==> config.mk <==
export PLATFORM = sky130hd
export DESIGN_NAME = sync_bus_bridge
export DESIGN_NICKNAME = d
export VERILOG_FILES = /design/src/rtl/ebr_pkg.sv /design/src/rtl/ebr_phase_gen.sv /design/src/rtl/ebr_cycle_ctl.sv /design/src/rtl/ebr_data_latch.sv /design/src/rtl/sync_bus_bridge.sv
export SDC_FILE = /design/constraint.sdc
export NUM_CORES = 1
export LEC_CHECK = 0
export BUFFER_PORTS_ARGS = -buffer_cell sky130_fd_sc_hd__buf_2
export CAP_MARGIN = 20
export CORE_AREA = 2 2 52 54
export DETAILED_ROUTE_END_ITERATION = 8
export DIE_AREA = 0 0 54 56
export PLACE_DENSITY = 0.62
export SETUP_SLACK_MARGIN = 0.5
export SLEW_MARGIN = 0
export SYNTH_ARGS = -nofsm -noshare
export SYNTH_HDL_FRONTEND = slang
export SYNTH_SLANG_ARGS = --single-unit
==> constraint.sdc <==
create_clock -name clk -period 2.4 [get_ports clk]
set_clock_uncertainty 0.05 [all_clocks]
set_input_delay 0.48 -clock clk [delete_from_list [all_inputs] [get_ports clk]]
set_output_delay 0.48 -clock clk [all_outputs]
set_load 0.1 [all_outputs]
==> src/rtl/ebr_pkg.sv <==
package ebr_pkg;

  typedef enum logic [1:0] {
    ST_IDLE = 2'd0,
    ST_XFER = 2'd1,
    ST_END  = 2'd2
  } xfer_state_t;

  // enable clock level for a given phase count
  function automatic logic phase_is_high(input int unsigned ph,
                                         input int unsigned low_len);
    return ph >= low_len;
  endfunction

  // a request may start at an edge leaving this phase when the new phase
  // is still low and at least one low cycle remains before the rise
  function automatic logic slot_open(input int unsigned ph,
                                     input int unsigned period,
                                     input int unsigned low_len);
    return (ph == period - 1) || (ph + 2 <= low_len);
  endfunction

  // phase that precedes the falling edge of the enable clock
  function automatic logic is_last_phase(input int unsigned ph,
                                         input int unsigned period);
    return ph == period - 1;
  endfunction

endpackage

==> src/rtl/ebr_phase_gen.sv <==
module ebr_phase_gen
  import ebr_pkg::*;
#(
  parameter int unsigned PERIOD  = 10,
  parameter int unsigned LOW_LEN = 6,
  localparam int unsigned HIGH_LEN = PERIOD - LOW_LEN,
  localparam int unsigned PW = $clog2(PERIOD)
) (
  input  logic clk,
  input  logic rst,
  output logic e_lvl,
  output logic fall_evt,
  output logic slot_ok
);

  logic [PW-1:0] phase;

  always_ff @(posedge clk) begin
    if (rst)                               phase <= '0;
    else if (is_last_phase(32'(phase), PERIOD)) phase <= '0;
    else                                   phase <= phase + 1'b1;
  end

  assign e_lvl    = phase_is_high(32'(phase), LOW_LEN);
  assign fall_evt = is_last_phase(32'(phase), PERIOD);
  assign slot_ok  = slot_open(32'(phase), PERIOD, LOW_LEN);

  // independent run-length watcher for the enable clock shape
  logic        e_prev;
  int unsigned run_len;

  always_ff @(posedge clk) begin
    if (rst) begin
      e_prev  <= 1'b0;
      run_len <= 0;
    end else begin
      e_prev <= e_lvl;
      if (e_lvl != e_prev) run_len <= 1;
      else                 run_len <= run_len + 1;
    end
  end

  a_r1_low_len : assert property (@(posedge clk) disable iff (rst)
    (e_lvl && !e_prev) |-> run_len == LOW_LEN);

  a_r1_high_len : assert property (@(posedge clk) disable iff (rst)
    (!e_lvl && e_prev) |-> run_len == HIGH_LEN);

  a_r2_restart_low : assert property (@(posedge clk)
    rst |=> !e_lvl);

endmodule

==> src/rtl/ebr_cycle_ctl.sv <==
module ebr_cycle_ctl
  import ebr_pkg::*;
(
  input  logic clk,
  input  logic rst,
  input  logic as_n,
  input  logic vpa_n,
  input  logic e_lvl,
  input  logic fall_evt,
  input  logic slot_ok,
  output logic vma_n,
  output logic done,
  output logic cap_stb
);

  xfer_state_t st, st_nx;
  logic        req;

  assign req = !as_n && !vpa_n;

  always_comb begin
    st_nx = st;
    case (st)
      ST_IDLE: if (req && slot_ok) st_nx = ST_XFER;
      ST_XFER: begin
        if (as_n)          st_nx = ST_IDLE;
        else if (fall_evt) st_nx = ST_END;
      end
      ST_END:  st_nx = (req && slot_ok) ? ST_XFER : ST_IDLE;
      default: st_nx = ST_IDLE;
    endcase
  end

  always_ff @(posedge clk) begin
    if (rst) st <= ST_IDLE;
    else     st <= st_nx;
  end

  assign vma_n   = (st != ST_XFER);
  assign done    = (st == ST_END);
  assign cap_stb = (st == ST_XFER) && !as_n && fall_evt;

  a_r3_needs_req : assert property (@(posedge clk) disable iff (rst)
    $fell(vma_n) |-> $past(!as_n && !vpa_n));

  a_r4_start_in_low : assert property (@(posedge clk) disable iff (rst)
    $fell(vma_n) |-> !e_lvl);

  a_r5_done_on_fall : assert property (@(posedge clk) disable iff (rst)
    done |-> ($fell(e_lvl) && vma_n));

  a_r5_single_done : assert property (@(posedge clk) disable iff (rst)
    done |=> !done);

  a_r5_cap_then_done : assert property (@(posedge clk) disable iff (rst)
    cap_stb |=> done);

  a_r6_strobe_release : assert property (@(posedge clk) disable iff (rst)
    as_n |=> vma_n);

  a_r7_back_to_back : assert property (@(posedge clk) disable iff (rst)
    (done && !as_n && !vpa_n) |=> !vma_n);

endmodule

==> src/rtl/ebr_data_latch.sv <==
module ebr_data_latch #(
  parameter int unsigned DW = 8
) (
  input  logic          clk,
  input  logic          rst,
  input  logic          cap_stb,
  input  logic [DW-1:0] din,
  output logic [DW-1:0] dout
);

  always_ff @(posedge clk) begin
    if (rst)          dout <= '0;
    else if (cap_stb) dout <= din;
  end

  a_r8_hold : assert property (@(posedge clk) disable iff (rst)
    !cap_stb |=> $stable(dout));

endmodule

==> src/rtl/sync_bus_bridge.sv <==
module sync_bus_bridge #(
  parameter int unsigned DIV_RATIO  = 10,
  parameter int unsigned LOW_CYCLES = 6,
  parameter int unsigned DATA_W     = 8
) (
  input  logic              clk,
  input  logic              rst,
  input  logic              as_n,
  input  logic              vpa_n,
  input  logic [DATA_W-1:0] periph_rdata,
  output logic              e_clk,
  output logic              vma_n,
  output logic              cyc_done,
  output logic [DATA_W-1:0] host_rdata,
  output logic              latch_stb
);

  logic fall_evt;
  logic slot_ok;
  logic cap_stb;

  ebr_phase_gen #(
    .PERIOD  (DIV_RATIO),
    .LOW_LEN (LOW_CYCLES)
  ) u_phase (
    .clk      (clk),
    .rst      (rst),
    .e_lvl    (e_clk),
    .fall_evt (fall_evt),
    .slot_ok  (slot_ok)
  );

  ebr_cycle_ctl u_ctl (
    .clk      (clk),
    .rst      (rst),
    .as_n     (as_n),
    .vpa_n    (vpa_n),
    .e_lvl    (e_clk),
    .fall_evt (fall_evt),
    .slot_ok  (slot_ok),
    .vma_n    (vma_n),
    .done     (cyc_done),
    .cap_stb  (cap_stb)
  );

  ebr_data_latch #(
    .DW (DATA_W)
  ) u_latch (
    .clk     (clk),
    .rst     (rst),
    .cap_stb (cap_stb),
    .din     (periph_rdata),
    .dout    (host_rdata)
  );

  assign latch_stb = cap_stb;

endmodule

==> Word-level counts from Yosys, hierarchy flattened <==
Index checks and enable logic that the tools add are counted.
{ "word_totals": {"in_bits": 12, "regBits": 14, "n_memories": 0, "mem_bits_ro": 0, "latchBits": 0, "mem_bits_rw": 0} }
{ "op_classes": {"n_mul": 0, "bitwise": 0, "order_cmp": 2, "n_eq_ne": 6, "reduce_logical": 10, "mux": 5, "add_sub_neg": 2, "div": 0, "n_shift": 0} }
{ "ops": {"columns": ["op", "count"], "rows": [
  ["$le 32x3->1 const B", 1],
  ["$mux 2", 3],
  ["$pmux 2 s3", 1],
  ["$add 4x2->5 const B", 1],
  ["$add 4x1->4 const B", 1],
  ["$eq 4x4->1 const B", 1],
  ["$ge 4x3->1 const B", 1],
  ["$logic_and 1x1->1", 4],
  ["$ne 2x1->1 const B", 2],
  ["$ne 3x2->1 const B", 1],
  ["$eq 2x1->1 const B", 1],
  ["$eq 2x2->1 const B", 1],
  ["$logic_not 1->1", 2],
  ["$logic_not 2->1", 1],
  ["$reduce_and 2->1", 1],
  ["$reduce_or 2->1", 1],
  ["$logic_or 1x1->1", 1],
  ["$mux 1", 1]
]} }

==> Logic depth before layout (Yosys ltp) <==
{ "logic_depth": {"word_depth": 6, "ltp_mapped": 6, "depth_no_buf": 5} }

==> Hierarchy <==
Synthesis repeated with hierarchy kept, for this count alone.
{ "hier_totals": {"cells_unflattened": 60, "area_unflattened_um2": 613.1} }
{ "modules_own_cells": {"columns": ["mod", "area_per_inst_um2", "seq_area_each_um2", "cells_each", "n_inst"], "rows": [
  ["ebr_data_latch", 285.3, 160.2, 26, 1],
  ["ebr_phase_gen", 222.7, 80.1, 25, 1],
  ["ebr_cycle_ctl", 105.1, 40.0, 9, 1]
]} }

==> Least setup slack after synthesis <==
OpenSTA, ideal clock, no wires.
{ "synth_path": {"path_kind": "reg2out", "startpoint": "register u_ctl.st[0]", "endpoint": "output latch_stb", "t_arrival_ns": 1.478, "t_required_ns": 1.870, "path_slack_ns": 0.392, "stages_incl_launch_ff": 4, "path_buffers": 1, "cell_sequence": "dfxtp_1 or2b_1 nor3_2 buf_6"} }
{ "synth_via": {"elab_chain_cells": 3} }
{ "synth_rtl": {"columns": ["element", "line_no", "source"], "rows": [
  ["start, declared", "ebr_cycle_ctl.sv:16", "xfer_state_t st, st_nx;"],
  ["start signal, assigned", "ebr_cycle_ctl.sv:36", "else st <= st_nx;"],
  ["$eq 2x1->1", "ebr_cycle_ctl.sv:41", "assign cap_stb = (st == ST_XFER) && !as_n && fall_evt;"],
  ["$logic_and 1x1->1 (2 in a row)", "ebr_cycle_ctl.sv:41", null],
  ["end, declared", "sync_bus_bridge.sv:15", "output logic latch_stb"]
]} }
No other way between the ends.

==> Final worst setup path <==
{ "layout_path": {"startpoint": "register u_phase.phase[1]", "endpoint": "output e_clk"} }
{ "layout_via": {"elab_chain_cells": 1} }
{ "layout_rtl": {"columns": ["element", "line_no", "source"], "rows": [
  ["start, declared", "ebr_phase_gen.sv:16", "logic [PW-1:0] phase;"],
  ["start signal, assigned", "ebr_phase_gen.sv:21", "else phase <= phase + 1'b1;"],
  ["$ge 4x3->1", "ebr_pkg.sv:12", "return ph >= low_len;"],
  ["end, declared", "sync_bus_bridge.sv:11", "output logic e_clk,"]
]} }
No other way between the ends.

==> impl_metrics.py <==
metrics = {
    "timing": {
        "fmax_ghz": 0.528,
        "tns_ns": 0,
        "slew_viol_final": 0,
        "setup_viol": 0,
        "rsz0062_at_grt": "yes",
        "period_share": 0.790,
        "worstMarginPinSlew_ns": 0.486,
        "max-slew-margin-rel": 0.678,
        "report.final.hold_viol_count": 0,
        "min_period_ns": 1.90,
    },
    "global_routing": {
        "grt_pass1_wl_mm": 2.37,
        "antenna_found_initial": 0,
        "grtUsageTotal": 0.105,
        "grt_pass1_vias": 572,
        "overflow": 0,
        "grt_max_degree": 20,
    },
    "place": {
        "gp_congestion": 0.618,
        "portBuffers": 23,
    },
    "pwr": {
        "max-vdd-ir-drop_mv": 0.333,
        "power_leakage_nw": 0.456,
        "p_total_uw": 488,
        "power_density_mw_per_mm2": 495,
    },
    "clocking": {
        "clockRootBuffer": "clkbuf_4",
        "hold_buffers": 0,
        "clk_pin_slew_ns": 0.09,
        "clock_path_buffers": 2,
        "cts_tree": "yes",
        "clk_latency_ns": 0.27,
        "cts_sinks": 14,
        "cts_buffers": 3,
        "cts_max_level": 1,
    },
    "finish": {
        "antenna_cells": 0,
        "fin_nets": 117,
        "area_delta_synth_final_pct": 38.7,
        "drive_gt1_frac": 0.440,
    },
    "drt": {
        "drt_iter0_drc": 6,
        "num_vias": 573,
        "dr.pass1.iters": 4,
        "drt_wl_total_mm": 1.44,
        "vias_per_cell": 4.41,
        "wl_per_cell_um": 11.1,
        "route.detailed.drc": 0,
        "postRouteAntennaNets": 0,
    },
    "critical_path": {
        "crit_arrival_ns": 1.37,
        "r2r_start": "u_phase.phase[1]",
        "cpPeakStageDelay_ns": 0.38,
        "endpoint": "e_clk",
        "cp-startpoint": "u_phase.phase[1]",
        "cp.buffers_inverters": 1,
        "cp-end-kind": "primary output",
        "slowest_stage": "a221o_2",
        "required_ns": 1.87,
        "r2r_setup_slack_ns": 0.97,
        "cp_max_fo": 4,
        "reg2reg_to": "u_latch.dout[5]",
        "rr_worst_depth": 6,
        "path_cells": "ha_4 -> a221o_2 -> buf_12",
        "crit_family": "compound AO/OA/AOI/OAI gates",
        "worstSetupPathType": "reg -> out",
        "crit_cells": 3,
        "startpoint_type": "flop",
    },
    "floorplan": {
        "coreArea_mm2": 0.00243,
        "die_x_um": 54,
        "die_h_um": 56,
        "rows": 18,
        "design.die.area_mm2": 0.00302,
        "pin_count": 24,
        "initial_core_util": 0.292,
    },
    "synthesis": {
        "syn_nets": 88,
        "synthCells": 72,
        "syn_area_um2": 711,
        "yosys.area.top_type_share": 0.394,
        "synth_top_area_cell": "dfxtp_1",
        "seq_area_frac_synth": 0.394,
        "synth_area_leaders": "dfxtp_1 (39%), nand2b_1 (15%), mux2i_1 (13%), ha_1 (7.0%), nand3b_4 (2.8%)",
        "ys_seq_elements": 14,
        "ys_types": 22,
        "avgSynthCellArea_um2": 9.87,
        "yosys_warnings": 0,
    },
    "run_status": {
        "status": "complete, no violations",
    },
    "flow_run": {
        "maxCapViolCount": 0,
    },
    "hold_path": {
        "hold_path.class": "in -> reg",
    },
}
==> state kept, by name, summed over array words and instances (netlist names) <==
register / cells
u_ctl.st: 2
u_latch.dout: 8
u_phase.phase: 4
==> per-stage QoR <==
stage / util / cell area (µm²) / instances / hold WS (ns) / setup slack (ns)
3_3_place_gp: 0.357 / 868 / 123 / 0.407 / 0.631
5_1_grt: 0.405 / 986 / 130 / 0.395 / 0.426
2_1_floorplan: - / 712 / 72 / 0.395 / 0.528
4_1_cts: 0.405 / 986 / 130 / 0.399 / 0.486
6_report: 0.405 / 986 / 130 / 0.410 / 0.504
3_5_place_dp: 0.357 / 868 / 123 / 0.414 / 0.578
==> worst reg2reg max path, stage by stage (launching register included) <==
cell and delay, ns:
dfxtp_4 0.37, inv_2 0.07, ha_4 0.13, nand3b_4 0.09, nor3_4 0.20, buf_4 0.24, mux2i_1 0.21
==> cell usage in the layout (no fill, tap or decap), types with 2 or more instances in the layout <==
cell type | synthesis | routed
buf_2 | 0 | 21
nand2_1 | 2 | 2
nand2b_1 | 17 | 17
dfxtp_1 | 14 | 10
buf_4 | 0 | 4
ha_1 | 4 | 2
ha_4 | 0 | 2
clkbuf_4 | 0 | 3
o21ai_0 | 2 | 2
inv_1 | 3 | 2
nor2_1 | 5 | 5
dfxtp_2 | 0 | 2
dfxtp_4 | 0 | 2
mux2i_1 | 9 | 9
buf_12 | 0 | 2
==> layer usage <==
layer	global-route usage	routed length, µm	vias to the layer above
met5	0	0	-
met4	0.0107	0	0
met3	0.0511	112	0
met2	0.178	711	18
met1	0.121	614	263
li1	-	-	292
==> how the worst min path moves through the flow <==
stage                                start                to  slack [ns]  depth (start not counted)
final                      periph_rdata[0]   u_latch.dout[0]        0.41                          3
after floorplan           u_phase.phase[0]  u_phase.phase[0]        0.39                          1
after detailed placement   u_latch.dout[0]   u_latch.dout[0]        0.41                          2
after CTS                  periph_rdata[0]   u_latch.dout[0]        0.40                          3
after global placement     u_latch.dout[0]   u_latch.dout[0]        0.41                          2
after global routing       periph_rdata[3]   u_latch.dout[3]        0.40                          3
==> cells by family after synthesis <==
kind of cell	Yosys count	synth area share
XOR/XNOR	2	0.0247
multiplexers	9	0.127
adder cells (fa/ha/maj)	4	0.0704
buffers and inverters	6	0.0423
flip-flops	14	0.394
AO/OA/AOI/OAI	4	0.0370
AND/OR/NAND/NOR	33	0.305
==> synth_stat cells, drive strengths merged <==
cell type,instances
a21oi,1
a221o,1
and2,1
and2b,2
buf,1
clkbuf,2
dfxtp,14
ha,4
inv,3
mux2i,9
nand2,2
nand2b,17
nand3b,1
nor2,5
nor3,1
nor4,1
nor4b,1
o21ai,2
or2b,2
xnor2,1
xor2,1
==> cell type report <==
type                            count  area, µm²
Sequential cell                    14        290
Timing Repair Buffer               27        175
Fill cell                         257       1450
Clock buffer                        4       36.3
Multi-Input combinational cell     52        435
Tap cell                           30       37.5
Inverter                            3       11.3
==> power by group <==
group / total (mW) / internal (mW) / switching [mW]
logic: 0.0722 / 0.0338 / 0.0385
clock network: 0.170 / 0.0922 / 0.0773
registers: 0.246 / 0.238 / 0.00801
total: 0.488 / 0.364 / 0.124
==> timing repair <==
| action | 4_1_cts | 5_1_grt |
|---|---|---|
| gates resized for setup | 17 | 0 |
| pin swaps | 2 | 0 |
| setup buffers | 3 | 0 |
| setup endpoints to repair | 2 | 2 |
Power figures use the tool's default switching activity.
